==> src/rtl/wayrsz_pkg.sv <==
package wayrsz_pkg;
  typedef enum logic [1:0] {
    DEC_HOLD   = 2'd0,
    DEC_SHRINK = 2'd1,
    DEC_GROW   = 2'd2
  } resize_dec_e;
endpackage

==> src/rtl/wayrsz_window_ctr.sv <==
module wayrsz_window_ctr #(
  parameter int unsigned WINDOW_HITS = 100000,
  localparam int unsigned CNT_W = $clog2(WINDOW_HITS + 1)
) (
  input  logic clk_i,
  input  logic rst_ni,
  input  logic hit_i,
  output logic last_o
);
  logic [CNT_W-1:0] cnt_q;

  assign last_o = hit_i && (cnt_q == CNT_W'(WINDOW_HITS - 1));

  always_ff @(posedge clk_i or negedge rst_ni) begin
    if (!rst_ni)     cnt_q <= '0;
    else if (last_o) cnt_q <= '0;
    else if (hit_i)  cnt_q <= cnt_q + CNT_W'(1);
  end

  AST_WIN_BOUND: assert property (@(posedge clk_i) disable iff (!rst_ni)
    cnt_q < CNT_W'(WINDOW_HITS));
endmodule

==> src/rtl/wayrsz_stat_acc.sv <==
module wayrsz_stat_acc #(
  parameter int unsigned NUM_WAYS = 8,
  parameter int unsigned CNT_W    = 17,
  localparam int unsigned POS_W = $clog2(NUM_WAYS),
  localparam int unsigned AW    = $clog2(NUM_WAYS + 1)
) (
  input  logic             clk_i,
  input  logic             rst_ni,
  input  logic             hit_i,
  input  logic [POS_W-1:0] pos_i,
  input  logic [AW-1:0]    act_i,
  input  logic             clear_i,
  output logic [CNT_W-1:0] mru_next_o,
  output logic [CNT_W-1:0] lru_next_o
);
  logic [CNT_W-1:0] mru_q, lru_q;
  logic mru_hit, lru_hit;

  assign mru_hit = hit_i && (pos_i == '0);
  assign lru_hit = hit_i && (AW'(pos_i) == act_i - AW'(1));

  assign mru_next_o = mru_q + CNT_W'(mru_hit);
  assign lru_next_o = lru_q + CNT_W'(lru_hit);

  always_ff @(posedge clk_i or negedge rst_ni) begin
    if (!rst_ni) begin
      mru_q <= '0;
      lru_q <= '0;
    end else if (clear_i) begin
      mru_q <= '0;
      lru_q <= '0;
    end else begin
      mru_q <= mru_next_o;
      lru_q <= lru_next_o;
    end
  end

  AST_STAT_EXCL: assert property (@(posedge clk_i) disable iff (!rst_ni)
    !(mru_hit && lru_hit));
endmodule

==> src/rtl/wayrsz_decider.sv <==
module wayrsz_decider
  import wayrsz_pkg::*;
#(
  parameter int unsigned NUM_WAYS = 8,
  parameter int unsigned MIN_WAYS = 2,
  parameter int unsigned CNT_W    = 17,
  parameter int unsigned SCALE    = 1000,
  parameter int unsigned LO_NUM   = 5,
  parameter int unsigned HI_NUM   = 20,
  localparam int unsigned AW     = $clog2(NUM_WAYS + 1),
  localparam int unsigned PROD_W = CNT_W + 16
) (
  input  logic [CNT_W-1:0] mru_i,
  input  logic [CNT_W-1:0] lru_i,
  input  logic [AW-1:0]    act_i,
  output resize_dec_e      dec_o
);
  logic [PROD_W-1:0] lru_scaled, lo_bound, hi_bound;
  logic below_lo, above_hi, can_shrink, can_grow;

  // cross-multiplied ratio test, no divider
  assign lru_scaled = PROD_W'(lru_i) * PROD_W'(SCALE);
  assign lo_bound   = PROD_W'(mru_i) * PROD_W'(LO_NUM);
  assign hi_bound   = PROD_W'(mru_i) * PROD_W'(HI_NUM);
  assign below_lo   = lru_scaled < lo_bound;
  assign above_hi   = lru_scaled > hi_bound;
  assign can_shrink = act_i > AW'(MIN_WAYS);
  assign can_grow   = act_i < AW'(NUM_WAYS);

  always_comb begin
    dec_o = DEC_HOLD;
    if (below_lo && can_shrink)     dec_o = DEC_SHRINK;
    else if (above_hi && can_grow)  dec_o = DEC_GROW;
  end
endmodule

==> src/rtl/wayrsz_mask_gen.sv <==
module wayrsz_mask_gen #(
  parameter int unsigned NUM_WAYS = 8,
  localparam int unsigned AW = $clog2(NUM_WAYS + 1)
) (
  input  logic [AW-1:0]       act_i,
  output logic [NUM_WAYS-1:0] mask_o
);
  for (genvar g = 0; g < NUM_WAYS; g++) begin : g_way
    assign mask_o[g] = AW'(g) < act_i;
  end
endmodule

==> src/rtl/way_resize_ctrl.sv <==
module way_resize_ctrl
  import wayrsz_pkg::*;
#(
  parameter int unsigned NUM_WAYS    = 8,
  parameter int unsigned MIN_WAYS    = 2,
  parameter int unsigned WINDOW_HITS = 100000,
  parameter int unsigned SCALE       = 1000,
  parameter int unsigned LO_NUM      = 5,
  parameter int unsigned HI_NUM      = 20,
  localparam int unsigned POS_W = $clog2(NUM_WAYS),
  localparam int unsigned AW    = $clog2(NUM_WAYS + 1),
  localparam int unsigned CNT_W = $clog2(WINDOW_HITS + 1)
) (
  input  logic                clk_i,
  input  logic                rst_ni,
  input  logic                hit_valid_i,
  input  logic [POS_W-1:0]    hit_pos_i,
  output logic [AW-1:0]       active_ways_o,
  output logic [NUM_WAYS-1:0] way_mask_o,
  output logic                resize_pulse_o
);
  logic [AW-1:0]    act_q;
  logic             pulse_q;
  logic             hit_ok, win_end;
  logic [CNT_W-1:0] mru_next, lru_next;
  resize_dec_e      dec;

  // hits outside the active stack are dropped
  assign hit_ok = hit_valid_i && (AW'(hit_pos_i) < act_q);

  wayrsz_window_ctr #(.WINDOW_HITS(WINDOW_HITS)) u_win (
    .clk_i (clk_i),
    .rst_ni(rst_ni),
    .hit_i (hit_ok),
    .last_o(win_end)
  );

  wayrsz_stat_acc #(.NUM_WAYS(NUM_WAYS), .CNT_W(CNT_W)) u_stat (
    .clk_i     (clk_i),
    .rst_ni    (rst_ni),
    .hit_i     (hit_ok),
    .pos_i     (hit_pos_i),
    .act_i     (act_q),
    .clear_i   (win_end),
    .mru_next_o(mru_next),
    .lru_next_o(lru_next)
  );

  wayrsz_decider #(
    .NUM_WAYS(NUM_WAYS), .MIN_WAYS(MIN_WAYS), .CNT_W(CNT_W),
    .SCALE(SCALE), .LO_NUM(LO_NUM), .HI_NUM(HI_NUM)
  ) u_dec (
    .mru_i(mru_next),
    .lru_i(lru_next),
    .act_i(act_q),
    .dec_o(dec)
  );

  always_ff @(posedge clk_i or negedge rst_ni) begin
    if (!rst_ni) begin
      act_q   <= AW'(NUM_WAYS);
      pulse_q <= 1'b0;
    end else begin
      pulse_q <= win_end && (dec != DEC_HOLD);
      if (win_end) begin
        case (dec)
          DEC_SHRINK: act_q <= act_q - AW'(1);
          DEC_GROW:   act_q <= act_q + AW'(1);
          default:    act_q <= act_q;
        endcase
      end
    end
  end

  wayrsz_mask_gen #(.NUM_WAYS(NUM_WAYS)) u_mask (
    .act_i (act_q),
    .mask_o(way_mask_o)
  );

  assign active_ways_o  = act_q;
  assign resize_pulse_o = pulse_q;

  AST_FLOOR: assert property (@(posedge clk_i) disable iff (!rst_ni)
    act_q >= AW'(MIN_WAYS));
  AST_CEIL: assert property (@(posedge clk_i) disable iff (!rst_ni)
    act_q <= AW'(NUM_WAYS));
  AST_ONE_STEP: assert property (@(posedge clk_i) disable iff (!rst_ni)
    (act_q != $past(act_q)) |->
      (act_q == $past(act_q) + AW'(1) || act_q == $past(act_q) - AW'(1)));
  AST_CHANGE_AT_WINDOW: assert property (@(posedge clk_i) disable iff (!rst_ni)
    (act_q != $past(act_q)) |-> $past(win_end));
  AST_PULSE_MATCH: assert property (@(posedge clk_i) disable iff (!rst_ni)
    resize_pulse_o |-> (act_q != $past(act_q)));
  AST_MASK_COUNT: assert property (@(posedge clk_i) disable iff (!rst_ni)
    $countones(way_mask_o) == int'(act_q));
endmodule

==> config.mk <==
export PLATFORM = sky130hd
export DESIGN_NAME = way_resize_ctrl
export DESIGN_NICKNAME = d
export VERILOG_FILES = /design/src/rtl/wayrsz_pkg.sv /design/src/rtl/wayrsz_window_ctr.sv /design/src/rtl/wayrsz_stat_acc.sv /design/src/rtl/wayrsz_decider.sv /design/src/rtl/wayrsz_mask_gen.sv /design/src/rtl/way_resize_ctrl.sv
export SDC_FILE = /design/constraint.sdc
export NUM_CORES = 1
export LEC_CHECK = 0
export BUFFER_PORTS_ARGS = -buffer_cell sky130_fd_sc_hd__buf_2
export CAP_MARGIN = 25
export CORE_ASPECT_RATIO = 1.5
export CORE_MARGIN = 8
export CORE_UTILIZATION = 36
export DETAILED_ROUTE_END_ITERATION = 16
export HOLD_SLACK_MARGIN = 0.03
export PLACE_DENSITY_LB_ADDON = 0.25
export SYNTH_ARGS = -nofsm -noshare
export SYNTH_HDL_FRONTEND = slang
export SYNTH_HIERARCHICAL = 1
export SYNTH_SLANG_ARGS = --single-unit
export TNS_END_PERCENT = 5
==> constraint.sdc <==
create_clock -name clk_i -period 13 [get_ports clk_i]
set_input_delay 1.3 -clock clk_i [delete_from_list [all_inputs] [get_ports clk_i]]
set_output_delay 1.3 -clock clk_i [all_outputs]
set_load 0.01 [all_outputs]
## Word-level counts from Yosys, hierarchy flattened

Index checks and enable logic that the tools add are counted.
Widths: inputs -> output; s select.

| word-level totals | value |
|---|---|
| register bits after elaboration | 56 |
| word-level logic and storage cells | 49 |
| output and inout bits | 13 |
| input port bits | 6 |

| operators by class | value |
|---|---|
| $lt $le $gt $ge | 13 |
| eq/ne operators | 4 |
| muxes and demuxes | 7 |
| add/subtract/negate cells | 5 |
| multiply operators | 3 |
| reductions and logical operators | 12 |

Operators by type and width:

| operator | count |
|---|---|
| $mux 17 | 4 |
| $mul 17x3->20 const B | 2 |
| $add 17x1->17 | 2 |
| $gt 27x22->1 | 1 |
| $lt 27x20->1 | 1 |
| $mul 17x7->24 const B | 1 |
| $add 17x1->17 const B | 1 |
| $eq 17x17->1 const B | 1 |
| $lt 3x4->1 const A | 4 |
| $lt 1x4->1 const A | 2 |
| $lt 2x4->1 const A | 2 |
| $pmux 4 s2 | 1 |
| $logic_and 1x1->1 | 7 |
| $reduce_bool 2->1 | 3 |
| $add 4x1->4 const B | 1 |
| $eq 3x4->1 | 1 |
| $gt 4x2->1 const B | 1 |
| $lt 3x4->1 | 1 |
| $lt 4x4->1 const B | 1 |
| $mux 2 | 2 |
| $sub 4x1->4 const B | 1 |
| $logic_not 3->1 | 1 |
| $eq 2x1->1 const B | 1 |
| $eq 2x2->1 const B | 1 |
| $reduce_and 2->1 | 1 |

## Depth between registers and ports, before layout

| depth | value |
|---|---|
| depth after elaboration | 12 |
| gate-level depth with buffers | 41 |
| depth with buffers taken out | 41 |

## Modules after synthesis

The synthesis kept the hierarchy.

Modules (own cells, without submodules):

| module | area each (µm²) | cells each | sequential area each (µm²) | instances |
|---|---|---|---|---|
| wayrsz_decider | 4600.7 | 518 | 0.0 | 1 |
| wayrsz_stat_acc | 1999.4 | 211 | 850.8 | 1 |
| wayrsz_window_ctr | 832.0 | 79 | 425.4 | 1 |
| way_resize_ctrl | 354.1 | 34 | 126.4 | 1 |
| wayrsz_mask_gen | 67.6 | 9 | 0.0 | 1 |

## Worst setup path after synthesis

OpenSTA, ideal clock, no wires.

| path | value |
|---|---|
| path kind | input -> register |
| from | input hit_pos_i[1] |
| to | register act_q[3], in the netlist active_ways_o[3] |
| library setup time | 0.075 ns |
| arrival time | 10.022 ns |
| stages | 37 |
| data required time | 12.925 ns |
| setup slack | 2.903 ns |
| path buffers | 0 |
| cell sequence | ha_1 > a21o_1 > a21oi_1 > o21a_1 > o211ai_1 > a2111oi_0 > ha_1 > ha_1 > xor2_1 > inv_1 > fa_1 > fa_1 > fa_1 > fa_1 > inv_1 > ha_1 > and3_4 > a2111oi_4 > a21oi_2 > a31o_4 > a21o_2 > a21oi_1 > xnor2_1 > ha_1 > nor2b_1 > o21ai_0 > nand2b_1 > a2111oi_0 > a311oi_1 > o41a_1 > ha_1 > inv_1 > ha_1 > a21oi_1 > and3_1 > o21ba_1 > xor2_1 |

| between the ends | value |
|---|---|
| cells in the longest elaborated chain, start to end | 12 |
| elaborated cells on any way between the ends | 23 |
| those cells by class | 2 x add/sub; 3 x mul; 3 x order compare; 3 x eq/ne; 3 x mux; 9 x reduce/logical |

RTL lines:

| what | line | RTL |
|---|---|---|
| start: declaration | way_resize_ctrl.sv:17 | `input logic [POS_W-1:0] hit_pos_i,` |
| $lt 3x4->1 (*) | way_resize_ctrl.sv:29 | `assign hit_ok = hit_valid_i && (AW'(hit_pos_i) < act_q);` |
| $logic_and 1x1->1 (*) | way_resize_ctrl.sv:29 |  |
| net hit_ok | way_resize_ctrl.sv:24 | `logic hit_ok, win_end;` |
| $logic_and 1x1->1 (*) | wayrsz_stat_acc.sv:20 | `assign lru_hit = hit_i && (AW'(pos_i) == act_i - AW'(1));` |
| $add 17x1->17 (*) | wayrsz_stat_acc.sv:23 | `assign lru_next_o = lru_q + CNT_W'(lru_hit);` |
| net lru_next[2] | way_resize_ctrl.sv:25 | `logic [CNT_W-1:0] mru_next, lru_next;` |
| $mul 17x7->24 (*) | wayrsz_decider.sv:22 | `assign lru_scaled = PROD_W'(lru_i) * PROD_W'(SCALE);` |
| $gt 27x22->1 | wayrsz_decider.sv:26 | `assign above_hi = lru_scaled > hi_bound;` |
| $logic_and 1x1->1 | wayrsz_decider.sv:33 | `else if (above_hi && can_grow) dec_o = DEC_GROW;` |
| $mux 2 | wayrsz_decider.sv:33 |  |
| $mux 2 (*) | wayrsz_decider.sv:32 | `if (below_lo && can_shrink) dec_o = DEC_SHRINK;` |
| net dec[1] | way_resize_ctrl.sv:26 | `resize_dec_e dec;` |
| $eq 2x2->1 or $eq 2x1->1 (tied branches) | way_resize_ctrl.sv:66 | `case (dec)` |
| $reduce_bool 2->1 (no line) | -- |  |
| $reduce_and 2->1 (no line) | -- |  |
| end signal: assignment | way_resize_ctrl.sv:67 | `DEC_SHRINK: act_q <= act_q - AW'(1);` |
| end signal: assignment | way_resize_ctrl.sv:68 | `DEC_GROW: act_q <= act_q + AW'(1);` |
| end signal: assignment | way_resize_ctrl.sv:69 | `default: act_q <= act_q;` |
| end: declaration | way_resize_ctrl.sv:22 | `logic [AW-1:0] act_q;` |

The timed path passes the listed nets; every way through them passes the cells marked *.
A chain may end at the register's enable or synchronous reset.

## Worst setup path after layout

| path | value |
|---|---|
| from | input hit_pos_i[1] |
| to | register act_q[3], in the netlist active_ways_o[3] |

| between the ends | value |
|---|---|
| elaborated cells on any way between the ends | 23 |
| those cells by class | 2 x add/sub; 3 x mul; 3 x order compare; 3 x eq/ne; 3 x mux; 9 x reduce/logical |

RTL lines:

| what | line | RTL |
|---|---|---|
| $lt 3x4->1 (*) | way_resize_ctrl.sv:29 |  |
| $logic_and 1x1->1 (*) | way_resize_ctrl.sv:29 |  |
| net hit_ok | way_resize_ctrl.sv:24 |  |
| $logic_and 1x1->1 (*) | wayrsz_stat_acc.sv:20 |  |
| $add 17x1->17 (*) | wayrsz_stat_acc.sv:23 |  |
| net lru_next[2] | way_resize_ctrl.sv:25 |  |
| $mul 17x7->24 (*) | wayrsz_decider.sv:22 |  |
| $lt 27x20->1 (*) | wayrsz_decider.sv:25 | `assign below_lo = lru_scaled < lo_bound;` |
| $logic_and 1x1->1 (*) | wayrsz_decider.sv:32 |  |
| $mux 2 (*) | wayrsz_decider.sv:32 |  |
| net dec[0] | way_resize_ctrl.sv:26 |  |
| $eq 2x2->1 or $eq 2x1->1 (tied branches) | way_resize_ctrl.sv:66 |  |
| $reduce_bool 2->1 (no line) | -- |  |
| $reduce_and 2->1 (no line) | -- |  |

Marked as above.

==> metrics.txt <==
final worst-path cycle share 0.8345; number of max-capacitance violations reported 0; insertion delay to the later sink of the worst-skew pair 0.31 ns; via count normalized by instance count 5.210; Post-CTS Hold Buffers 0; flop and latch count out of synthesis 56; Die Ht 196.9 um; Wirelength per Cell 15.04 um; Mapped Avg Cell Area 9.229 um2; die area 26,900 um2; CP Class in -> reg; required time of the critical path 13.25 ns; Post-CTS Repair Setup Buffers 0; async set-or-reset flop fraction in the synthesized netlist 1.000; Power per Cell Area 143.4 nW/um2; area of the placeable core 21,550 um2; Worst setup SP type input pin; Gate Count Post-Synth 851; overall global routing resource usage 0.1368; final weighted congestion of routability-driven global placement 0.7958; cell type with the highest aggregate area in the netlist sky130_fd_sc_hd__ha_1; top cells by area in the synthesized netlist sky130_fd_sc_hd__ha_1, sky130_fd_sc_hd__dfrtp_1, sky130_fd_sc_hd__fa_1; clock sink total 56; fraction of the core area covered by cells at the end of the flow 0.3894; initial antenna violation count 0; headroom to the max-slew limit 0.4184; total number of yosys warnings 6; slowest stage cell on the critical path sky130_fd_sc_hd__a2111oi_0; total half-perimeter wirelength after legalization and detailed placement 13,960 um; root buffer cell sky130_fd_sc_hd__clkbuf_16; count of boundary I/O pins 19; port bufs 18; share of layout cells above drive strength 1 0.07044; number of max-slew violations in the final report 0; area of combinational cells with multiple inputs 5938 um2; vias in the first global route 6,358; die outline width 136.6 um; num rows 66; fill count 2,169; power consumption 1.203 mW; post-synthesis sequential area ratio 0.1786; Post-Place Cell Area 8233 um2; number of enable-type register cells in the synthesized netlist 0; number of instances resized during post-cts repair 0; DR DRC count 0; number of nets at the end of the flow 1,063; Longest Clk Path Bufs 2; class of the tightest hold or removal check reg -> reg; detailed router's first-iteration violation count 174; cts bufs inserted 5; effective utilization at floorplan 0.3644; CP max FO 10; delay of the slowest cell on the worst path 0.58 ns; post-layout minimum cycle time 10.85 ns; sort of element at the end of the critical path register; worst clock skew 0.008842 ns; Distinct cells, synth 73; transition time at the pin with the least slew margin 0.8662 ns; # diodes 0; post-synth design cell area 7854 um2; finished layout cell area 8392 um2; clock transition time at the flip-flop clock pins of the worst setup and hold paths 0.09 ns; fmax 92.18 MHz; fraction of post-synthesis cell area in the top cell type by area 0.2103; total iterations of the first detailed-routing run 4; net count after synthesis 1,049; Hold Fails Final Rpt 0; number of vias in the routed layout 5,929; Worst path most repeated cell sky130_fd_sc_hd__ha_1; result of the run completed; post-route antenna net violation count 0; maximum number of pins on one net before global-route repair 57; Layout area overhead 6.850%; Post-synth top flop sky130_fd_sc_hd__dfrtp_1; CTS HTree Levels 2; Arr. time, crit path 11.10 ns; setup repair after global routing missed its margin no; standby leakage power 4.193 nW; remaining global-route overflow 0; CTS tree done; first-pass GRT wire length 30,060 um; maximum VDD drop 0.1259 mV; total setup violations reported at the end of the flow 0; routed wire length 17,120 um; aggregate negative setup slack 0 ns; register cell area after layout 1403 um2; CP delay by family, top adder cells; Buffers & Inverters on Critical Path 5
worst reg2reg max path, delay by kind of cell, from the launching register on:
family                     cells  cell delay, ns
AOI/OAI and AO/OA             16            3.50
xor gates and xnor gates       3            0.83
adders and majority gates     11            4.05
buffers and inverters          5            0.56
DFF                            1            0.62
and+or+nand+nor                4            0.82
path summary, 6_finish.rpt:
| check | cells past startpoint | slack, ns | end | startpoint |
|---|---|---|---|---|
| max in group asynchronous | 2 | 11.34 | u_stat/lru_q[5]$_DFF_PN0_ | rst_ni |
| worst max register to register | 39 | 2.55 | active_ways_o[3]$_DFFE_PN1P_ | active_ways_o[1]$_DFFE_PN0P_ |
| worst max-delay path | 39 | 2.15 | active_ways_o[3]$_DFFE_PN1P_ | hit_pos_i[1] |
| min in group asynchronous | 2 | 1.14 | u_win/cnt_q[6]$_DFFE_PN0P_ | rst_ni |
| worst min register to register | 1 | 0.51 | u_win/cnt_q[6]$_DFFE_PN0P_ | u_win/cnt_q[6]$_DFFE_PN0P_ |
| worst min-delay path | 1 | 0.51 | u_win/cnt_q[6]$_DFFE_PN0P_ | u_win/cnt_q[6]$_DFFE_PN0P_ |
placed cells by master, fill, tap and decap left out, drive strengths merged, types with 18 or more instances in the layout:
master	netlist	final
a21oi	51	51
buf	5	20
dfrtp	55	55
fa	60	60
ha	132	132
inv	119	120
nand2	51	51
nand3	18	18
nand4	20	20
nor2	40	40
nor2b	26	26
o21ai	28	28
xnor2	37	37
xor2	29	29
synthesized netlist by cell type (3+ instances only):
cell type / count
sky130_fd_sc_hd__ha_1: 132
sky130_fd_sc_hd__inv_1: 119
sky130_fd_sc_hd__fa_1: 60
sky130_fd_sc_hd__dfrtp_1: 55
sky130_fd_sc_hd__nand2_1: 51
sky130_fd_sc_hd__a21oi_1: 50
sky130_fd_sc_hd__nor2_1: 40
sky130_fd_sc_hd__xnor2_1: 37
sky130_fd_sc_hd__xor2_1: 29
sky130_fd_sc_hd__o21ai_0: 27
sky130_fd_sc_hd__nor2b_1: 26
sky130_fd_sc_hd__nand4_1: 18
sky130_fd_sc_hd__nand3_1: 17
sky130_fd_sc_hd__o21a_1: 13
sky130_fd_sc_hd__or3_1: 13
sky130_fd_sc_hd__nor3_1: 12
sky130_fd_sc_hd__mux2_2: 11
sky130_fd_sc_hd__nor4_1: 11
sky130_fd_sc_hd__a21o_1: 10
sky130_fd_sc_hd__and3_1: 10
sky130_fd_sc_hd__o31ai_1: 10
sky130_fd_sc_hd__clkbuf_1: 8
sky130_fd_sc_hd__nand2b_1: 8
sky130_fd_sc_hd__a211oi_1: 6
sky130_fd_sc_hd__or4_1: 5
sky130_fd_sc_hd__o21bai_1: 4
sky130_fd_sc_hd__a211o_1: 3
sky130_fd_sc_hd__a311oi_1: 3
sky130_fd_sc_hd__and2_1: 3
sky130_fd_sc_hd__o2111ai_1: 3
sky130_fd_sc_hd__or2_2: 3
sequential cells by signal (all words and copies together) (netlist names):
| name | count |
|---|---|
| active_ways_o | 4 |
| resize_pulse_o | 1 |
| u_stat/lru_q | 17 |
| u_stat/mru_q | 17 |
| u_win/cnt_q | 17 |
report_power, final:
part | internal (mW) | switching, mW | leakage, nW | total, mW
logic | 0.368 | 0.473 | 3.36 | 0.841
clock network | 0.0746 | 0.0768 | 0.0772 | 0.151
registers | 0.191 | 0.0191 | 0.752 | 0.210
layer usage:
metal / vias to the layer above / track usage / wire length (um)
met5: - / 0 / 0
met2: 65 / 0.2594 / 9321
met4: 0 / 0.05145 / 471
li1: 2985 / - / -
met1: 2855 / 0.1514 / 7089
met3: 24 / 0.01300 / 239
layout make-up:
cell class | instances | area share
multi-input cells | 663 | 0.7076
flip-flops and latches | 56 | 0.1671
inverters | 119 | 0.05323
well taps | 272 | 0.04055
clock buffers | 5 | 0.01491
repair buffers | 20 | 0.01252
clock inverters | 3 | 0.004026
per-stage QoR:
| stage | hold slack (ns) | cells | worst slack [ns] |
|---|---|---|---|
| detailed placement | 0.5047 | 1130 | 1.785 |
| floorplan | 0.4595 | 851 | 2.903 |
| global placement | 0.5051 | 1130 | 1.903 |
| global route | 0.5468 | 1138 | 1.368 |
| CTS | 0.5214 | 1138 | 2.049 |
| finish | 0.5122 | 1138 | 2.151 |
kinds of logic after synthesis:
family,count (synthesis),share of synthesized area
and+or+nand+nor,237,0.1678
adders and majority gates,192,0.3632
AOI/OAI and AO/OA,157,0.1357
buffers and inverters,132,0.06532
xor gates and xnor gates,66,0.07360
DFF,56,0.1786
muxes,11,0.01577
(Power assumes the default switching activity.)
